`config.mk`:
```
export PLATFORM = sky130hd
export DESIGN_NAME = mmt_counter_core
export DESIGN_NICKNAME = d
export VERILOG_FILES = /design/src/rtl/mmt_pkg.sv /design/src/rtl/mmt_step_dec.sv /design/src/rtl/mmt_cmp_bank.sv /design/src/rtl/mmt_counter_core.sv
export SDC_FILE = /design/constraint.sdc
export NUM_CORES = 1
export LEC_CHECK = 0
export CORE_MARGIN = 3
export CORE_UTILIZATION = 46
export CTS_CLUSTER_DIAMETER = 100
export CTS_CLUSTER_SIZE = 8
export DETAILED_ROUTE_END_ITERATION = 16
export PLACE_DENSITY = 0.86
export SYNTH_ARGS = -nofsm -noshare
export SYNTH_HDL_FRONTEND = slang
export SYNTH_HIERARCHICAL = 1
export SYNTH_SLANG_ARGS = --single-unit
```
`constraint.sdc`:
```
create_clock -name clk -period 5.3 [get_ports clk]
set_input_delay 0.53 -clock clk [delete_from_list [all_inputs] [get_ports clk]]
set_output_delay 0.53 -clock clk [all_outputs]
set_load 0.005 [all_outputs]
```
`src/rtl/mmt_pkg.sv`:
```
package mmt_pkg;

    typedef enum logic [2:0] {
        M_IDLE   = 3'b000,
        M_RISE   = 3'b001,
        M_BOTH   = 3'b010,
        M_GATED  = 3'b011,
        M_QUAD   = 3'b100,
        M_DIRSEC = 3'b101,
        M_TRIG   = 3'b110,
        M_CASC   = 3'b111
    } cmode_e;

    typedef enum logic [1:0] {
        PL_NEVER = 2'b00,
        PL_ON_C1 = 2'b01,
        PL_ON_C2 = 2'b10,
        PL_RSVD  = 2'b11
    } pload_e;

    typedef struct packed {
        logic step;
        logic up;
    } step_t;

    typedef struct packed {
        logic cur_p;
        logic cur_s;
        logic old_p;
        logic old_s;
    } pins_t;

    // One step per single-bit Gray transition; both bits changing gives nothing.
    function automatic step_t quad_decode(input pins_t p);
        step_t r;
        r.step = 1'b0;
        r.up   = 1'b0;
        if ((p.old_p ^ p.cur_p) && !(p.old_s ^ p.cur_s)) begin
            r.step = 1'b1;
            r.up   = p.cur_p ^ p.cur_s;
        end else if (!(p.old_p ^ p.cur_p) && (p.old_s ^ p.cur_s)) begin
            r.step = 1'b1;
            r.up   = ~(p.cur_s ^ p.cur_p);
        end
        return r;
    endfunction

    function automatic logic preload_due(input pload_e c, input logic h1, input logic h2);
        return ((c == PL_ON_C1) && h1) || ((c == PL_ON_C2) && h2);
    endfunction

endpackage

```
`src/rtl/mmt_step_dec.sv`:
```
module mmt_step_dec
    import mmt_pkg::*;
(
    input  cmode_e mode,
    input  pins_t  pins,
    input  logic   pri_is_clk,
    input  logic   edge_pol,
    input  logic   cnt_down,
    input  logic   casc_up,
    input  logic   casc_dn,
    output step_t  st,
    output logic   trig_evt
);
    logic p_rise, p_fall, s_rise, p_plain, p_pol;

    always_comb begin
        p_rise  = pins.cur_p & ~pins.old_p;
        p_fall  = ~pins.cur_p & pins.old_p;
        s_rise  = pins.cur_s & ~pins.old_s;
        p_plain = pri_is_clk | p_rise;
        p_pol   = pri_is_clk | (edge_pol ? p_fall : p_rise);
        st.step = 1'b0;
        st.up   = ~cnt_down;
        unique case (mode)
            M_IDLE:   st.step = 1'b0;
            M_RISE:   st.step = p_pol;
            M_BOTH:   st.step = ~pri_is_clk & (p_rise | p_fall);
            M_GATED:  st.step = p_plain & pins.cur_s;
            M_QUAD:   st = quad_decode(pins);
            M_DIRSEC: begin
                st.step = p_pol;
                st.up   = ~pins.cur_s;
            end
            M_TRIG:   st.step = p_plain;
            M_CASC:   begin
                st.step = casc_up ^ casc_dn;
                st.up   = casc_up;
            end
            default:  st.step = 1'b0;
        endcase
        trig_evt = (mode == M_TRIG) & s_rise;
    end
endmodule

```
`src/rtl/mmt_cmp_bank.sv`:
```
module mmt_cmp_bank
    import mmt_pkg::*;
#(
    parameter int W = 16
) (
    input  logic         clk,
    input  logic         rst,
    input  logic [1:0]   wr,
    input  logic [W-1:0] wdata,
    input  logic [1:0]   pl1_sel,
    input  logic [1:0]   pl2_sel,
    input  logic [W-1:0] cl1_val,
    input  logic [W-1:0] cl2_val,
    input  logic         hit1,
    input  logic         hit2,
    output logic [W-1:0] cmp1,
    output logic [W-1:0] cmp2
);
    localparam int NCH = 2;

    logic [W-1:0] cmp_q [NCH];
    logic [W-1:0] cl    [NCH];
    pload_e       pl    [NCH];

    always_comb begin
        cl[0] = cl1_val;
        cl[1] = cl2_val;
        pl[0] = pload_e'(pl1_sel);
        pl[1] = pload_e'(pl2_sel);
    end

    always_ff @(posedge clk) begin
        for (int i = 0; i < NCH; i++) begin
            if (rst)
                cmp_q[i] <= '0;
            else if (wr[i])
                cmp_q[i] <= wdata;
            else if (preload_due(pl[i], hit1, hit2))
                cmp_q[i] <= cl[i];
        end
    end

    assign cmp1 = cmp_q[0];
    assign cmp2 = cmp_q[1];
endmodule

```
`src/rtl/mmt_counter_core.sv`:
```
module mmt_counter_core
    import mmt_pkg::*;
#(
    parameter int W = 16
) (
    input  logic         clk,
    input  logic         rst,
    input  logic         en,
    input  logic         pri_in,
    input  logic         sec_in,
    input  logic         pri_is_clk,
    input  logic         casc_up,
    input  logic         casc_dn,
    input  logic         cap_evt,
    input  logic         arm,
    input  logic [2:0]   mode_sel,
    input  logic         cnt_down,
    input  logic         len_mode,
    input  logic         once_mode,
    input  logic         alt_cmp,
    input  logic         edge_pol,
    input  logic         retrig,
    input  logic         reload_on_cap,
    input  logic         alt_load,
    input  logic [1:0]   pl1_sel,
    input  logic [1:0]   pl2_sel,
    input  logic [W-1:0] load_val,
    input  logic [W-1:0] cl1_val,
    input  logic [W-1:0] cl2_val,
    input  logic [1:0]   cmp_wr,
    input  logic [W-1:0] cmp_wdata,
    input  logic         clr_cmp1,
    input  logic         clr_cmp2,
    input  logic         clr_ovf,
    output logic [W-1:0] count,
    output logic         dir_up,
    output logic         cmp1_flag,
    output logic         cmp2_flag,
    output logic         ovf_flag,
    output logic         cmp_pulse
);
    cmode_e       mode;
    pins_t        pins;
    step_t        st;
    logic         pri_q, sec_q, trig_evt;
    logic [W-1:0] cmp1, cmp2, cnt_q, nxt, target;
    logic         dir_q, phase_q, halted_q, trig_q;
    logic         f1_q, f2_q, fo_q, pulse_q;
    logic         alt_on, use_c2, cap_rl, trig_rl, trig_stop, blocked, gate;
    logic         do_step, hit, hit1, hit2, reload_at_hit, stop_at_hit, wrap;

    function automatic logic [W-1:0] reinit_val(input logic up);
        return (alt_load && !up) ? cl2_val : load_val;
    endfunction

    assign mode = cmode_e'(mode_sel);
    assign pins = '{cur_p: pri_in, cur_s: sec_in, old_p: pri_q, old_s: sec_q};

    mmt_step_dec u_dec (
        .mode       (mode),
        .pins       (pins),
        .pri_is_clk (pri_is_clk),
        .edge_pol   (edge_pol),
        .cnt_down   (cnt_down),
        .casc_up    (casc_up),
        .casc_dn    (casc_dn),
        .st         (st),
        .trig_evt   (trig_evt)
    );

    mmt_cmp_bank #(.W(W)) u_cmp (
        .clk     (clk),
        .rst     (rst),
        .wr      (cmp_wr),
        .wdata   (cmp_wdata),
        .pl1_sel (pl1_sel),
        .pl2_sel (pl2_sel),
        .cl1_val (cl1_val),
        .cl2_val (cl2_val),
        .hit1    (hit1),
        .hit2    (hit2),
        .cmp1    (cmp1),
        .cmp2    (cmp2)
    );

    always_comb begin
        alt_on    = alt_cmp & (len_mode | once_mode);
        use_c2    = alt_on ? phase_q : ~st.up;
        target    = use_c2 ? cmp2 : cmp1;
        nxt       = st.up ? cnt_q + 1'b1 : cnt_q - 1'b1;
        cap_rl    = cap_evt & reload_on_cap;
        trig_rl   = trig_evt & trig_q & retrig;
        trig_stop = trig_evt & trig_q & ~retrig;
        blocked   = arm | cap_rl | trig_rl | trig_stop;
        gate      = (mode != M_TRIG) | trig_q;
        do_step   = en & st.step & ~halted_q & ~blocked & gate;
        hit       = do_step & (nxt == target);
        hit1      = hit & ~use_c2;
        hit2      = hit & use_c2;
        reload_at_hit = len_mode | (mode == M_TRIG) | (alt_on & ~phase_q);
        stop_at_hit   = once_mode & ~(alt_on & ~phase_q);
        wrap      = do_step & (st.up ? (&cnt_q) : ~(|cnt_q)) & ~(hit & reload_at_hit);
    end

    always_ff @(posedge clk) begin
        if (rst) begin
            pri_q    <= 1'b0;
            sec_q    <= 1'b0;
            cnt_q    <= '0;
            dir_q    <= 1'b0;
            phase_q  <= 1'b0;
            halted_q <= 1'b0;
            trig_q   <= 1'b0;
            f1_q     <= 1'b0;
            f2_q     <= 1'b0;
            fo_q     <= 1'b0;
            pulse_q  <= 1'b0;
        end else begin
            pri_q   <= pri_in;
            sec_q   <= sec_in;
            pulse_q <= hit;
            f1_q    <= (f1_q & ~clr_cmp1) | hit1;
            f2_q    <= (f2_q & ~clr_cmp2) | hit2;
            fo_q    <= (fo_q & ~clr_ovf) | wrap;
            if (en) begin
                if (arm) begin
                    cnt_q    <= load_val;
                    phase_q  <= 1'b0;
                    halted_q <= 1'b0;
                    trig_q   <= 1'b0;
                end else if (cap_rl) begin
                    cnt_q <= reinit_val(dir_q);
                end else if (trig_rl) begin
                    cnt_q <= reinit_val(~cnt_down);
                end else if (trig_stop) begin
                    trig_q <= 1'b0;
                end else begin
                    if (trig_evt && !trig_q)
                        trig_q <= 1'b1;
                    if (do_step) begin
                        dir_q <= st.up;
                        if (hit) begin
                            cnt_q <= reload_at_hit ? reinit_val(st.up) : nxt;
                            if (alt_on)
                                phase_q <= ~phase_q;
                            if (stop_at_hit)
                                halted_q <= 1'b1;
                            if (mode == M_TRIG)
                                trig_q <= 1'b0;
                        end else begin
                            cnt_q <= nxt;
                        end
                    end
                end
            end
        end
    end

    assign count     = cnt_q;
    assign dir_up    = dir_q;
    assign cmp1_flag = f1_q;
    assign cmp2_flag = f2_q;
    assign ovf_flag  = fo_q;
    assign cmp_pulse = pulse_q;
endmodule

```
==> reports/results.ini <==
[clocking]
h-tree-depth = 3
cts_root_buf = clkbuf_8
cts_inserted_buffers = 9
cts_buffer_depth = 2
cts.reportedPaths.clkPinSlew_ns = 0.08
postCtsHoldBufs = 0
clock-sinks = 58
insertion_delay_ns = 0.35
cts_tree = yes

[routing]
first_iter_violations = 794
drt_wl_total_um = 18880
drc = 0
num_vias = 5625
antenna_left = 0
wl_per_cell_um = 21.70
drt-pass1-iter-count = 6
viasPerCell = 6.466

[finish]
largest_reg_flops = 32
layout_commonest_cell = clkdlybuf4s50_1
fillerInstances = 661
antenna_cells = 0
drive_gt1_share_pct = 29.85
area_growth_syn_to_layout_pct = 53.74
top_register = u_cmp/cmp_q
layout_common_cells = clkdlybuf4s50_1, buf_4, nor2_1
nets = 846

[sta]
period_share_pct = 99.53
hold_viol = 0
rsz0062_at_grt = true
hold_slack_ns = 0.5210
fin_tns_setup_ns = 0
worstMarginPinSlew_ns = 1.264
finalMaxSlewViolations = 0
period_minus_slack_ns = 5.275
finClkSkew_ns = 0.009501
max-slew-margin-rel_pct = 15.59
setup_viol = 0
clock.fmax_mhz = 189.6

[min_path]
hold_class = in2reg
hp-start = sec_in

[critical_path]
r2r_start = pri_q
cp.arrival_ns = 5.57
crit_start = pri_q
worst_ep_required_time_ns = 5.60
endpoint_kind = register
cp_max_fo = 10
crit_type = reg2reg
start_kind = register

[outcome]
status = completed

[synth]
synthFlopType = edfxtp_1
avgSynthCellArea_sq_um = 9.075
ys_types = 67
async_reset_ff_share_pct = 0
synth_area_leaders = edfxtp_1, dfxtp_1, mux2i_1
syn_nets = 651
netlist_area_sq_mm = 0.004873
synth_cells = 537
synth_top_area_share_pct = 19.72
synth_edf_count = 32
yosys.area.top_type = edfxtp_1
yosys_warnings = 6
synth-seq-cells = 58
ys_seq_area_share_pct = 30.40

[global_routing]
grt_pass1_wl_um = 27790
antenna_found_initial = 0
grt_usage_pct = 30.39
overflow = 0
grt_pass1_vias = 5480
grt_max_degree = 22

[floorplan]
die_area_sq_mm = 0.01187
die_height_um = 108.9
ioPinCount = 115
core_area_sq_mm = 0.01004
rows = 36
die_x_um = 108.9
initial_core_util_pct = 48.52

[job]
max_cap_violations = 0

[placed_design]
io_buffers = 114
dp_hpwl_um = 12960
gp_congestion = 0.9286

[power]
irDropWorstVdd_mv = 0.1540
p_leak_nw = 2.998
powerDensity_mw_per_mm2 = 273.1

-- logic make-up after synthesis --
group | share of synthesized area [%]
flip-flops | 30.40
multiplexers | 7.574
XOR/XNOR | 5.571
adder cells (fa/ha/maj) | 5.289
AO/OA/AOI/OAI | 24.52
AND/OR/NAND/NOR | 22.57
buffers and inverters | 4.082
-- report_power, final --
part           switching [W]  internal, W  total [W]
combinational       0.000496     0.000511    0.00101
sequential         0.0000520     0.000515   0.000567
clock               0.000204     0.000268   0.000472
total               0.000752      0.00129    0.00205
-- final cells by class --
type | instances | area (sq um) | share of cell area (%)
Clock buffer | 9 | 123.9 | 1.653
Clock inverter | 7 | 101.3 | 1.353
Timing Repair Buffer | 211 | 1953 | 26.07
Sequential cell | 58 | 1483 | 19.79
Multi-Input combinational cell | 437 | 3608 | 48.16
Tap cell | 133 | 166.4 | 2.221
Inverter | 15 | 56.30 | 0.7515
-- critical path, stage by stage (launching register included) --
cell and delay [ns]:
dfxtp_2 0.34, inv_2 0.05, ha_4 0.27, inv_1 0.04
ha_2 0.16, nor2b_1 0.10, mux2i_1 0.09, o311a_1 0.36
a21oi_2 0.19, inv_2 0.12, buf_6 0.16, ha_4 0.25
a21o_1 0.17, nand4_1 0.22, a211oi_4 0.38, o41ai_4 0.09
buf_6 0.15, xnor2_4 0.16, nor2_1 0.07, or4_4 0.57
or4_4 0.64, buf_6 0.18, nor4_1 0.30, a211o_1 0.15
-- through the flow --
| stage | cells | instance area, sq um | worst slack, ns | util [%] | power [W] |
|---|---|---|---|---|---|
| after floorplan | 537 | 4896 | 0.08171 | - | 0.0009774 |
| after global placement | 836 | 6719 | -0.5728 | 66.89 | 0.001364 |
| after detailed placement | 836 | 6719 | -0.7440 | 66.89 | 0.001388 |
| after CTS | 862 | 7152 | 0.01056 | 71.20 | 0.001917 |
| after global routing | 870 | 7492 | -0.08239 | 74.59 | 0.002129 |
| final | 870 | 7492 | 0.02504 | 74.59 | 0.002046 |
-- timing repair --
item	4_1_cts	5_1_grt
endpoints found under the setup margin	81	81
gates resized for setup	28	53
hold endpoints to repair	0	0
cloned	2	1
pin swaps	13	26
buffers inserted	8	8
-- final timing paths --
kind               to  slack (ns)  cells past startpoint
max reg2reg  count[4]        0.03                     23
min             sec_q        0.52                      2
max          count[4]        0.03                     23
min reg2reg  halted_q        0.53                      2
-- synthesized netlist by cell type, types with 4 or more instances --
cell type and n:
a21o_1 9, o211ai_2 6, nor2b_1 13, or2_2 6, xnor2_1 17, nor3_1 10
nand3b_1 4, and2_1 5, mux2i_1 29, or4_1 13, nand4_1 14, inv_1 14
xor2_1 14, nand2_1 35, nor2_1 39, a22o_1 12, a221oi_1 13, or3_1 5
edfxtp_1 32, o21ai_0 26, mux2_2 5, nand3_1 16, o211ai_1 9, dfxtp_1 26
a22o_2 20, ha_1 19, clkbuf_1 18, a21oi_1 20, nand4b_1 5, buf_2 6
nor3b_1 6, nor4_1 12
-- metal layers --
metal,up-vias,share of wire [%],track usage (%),wire (um)
met5,-,0,0,0
met4,0,5.8,16.68,1104
met3,104,9.9,6.631,1864
met2,419,47,51.01,8863
met1,2611,37,35.99,7043
li1,2491,-,-,-
(Power assumes the default switching activity.)
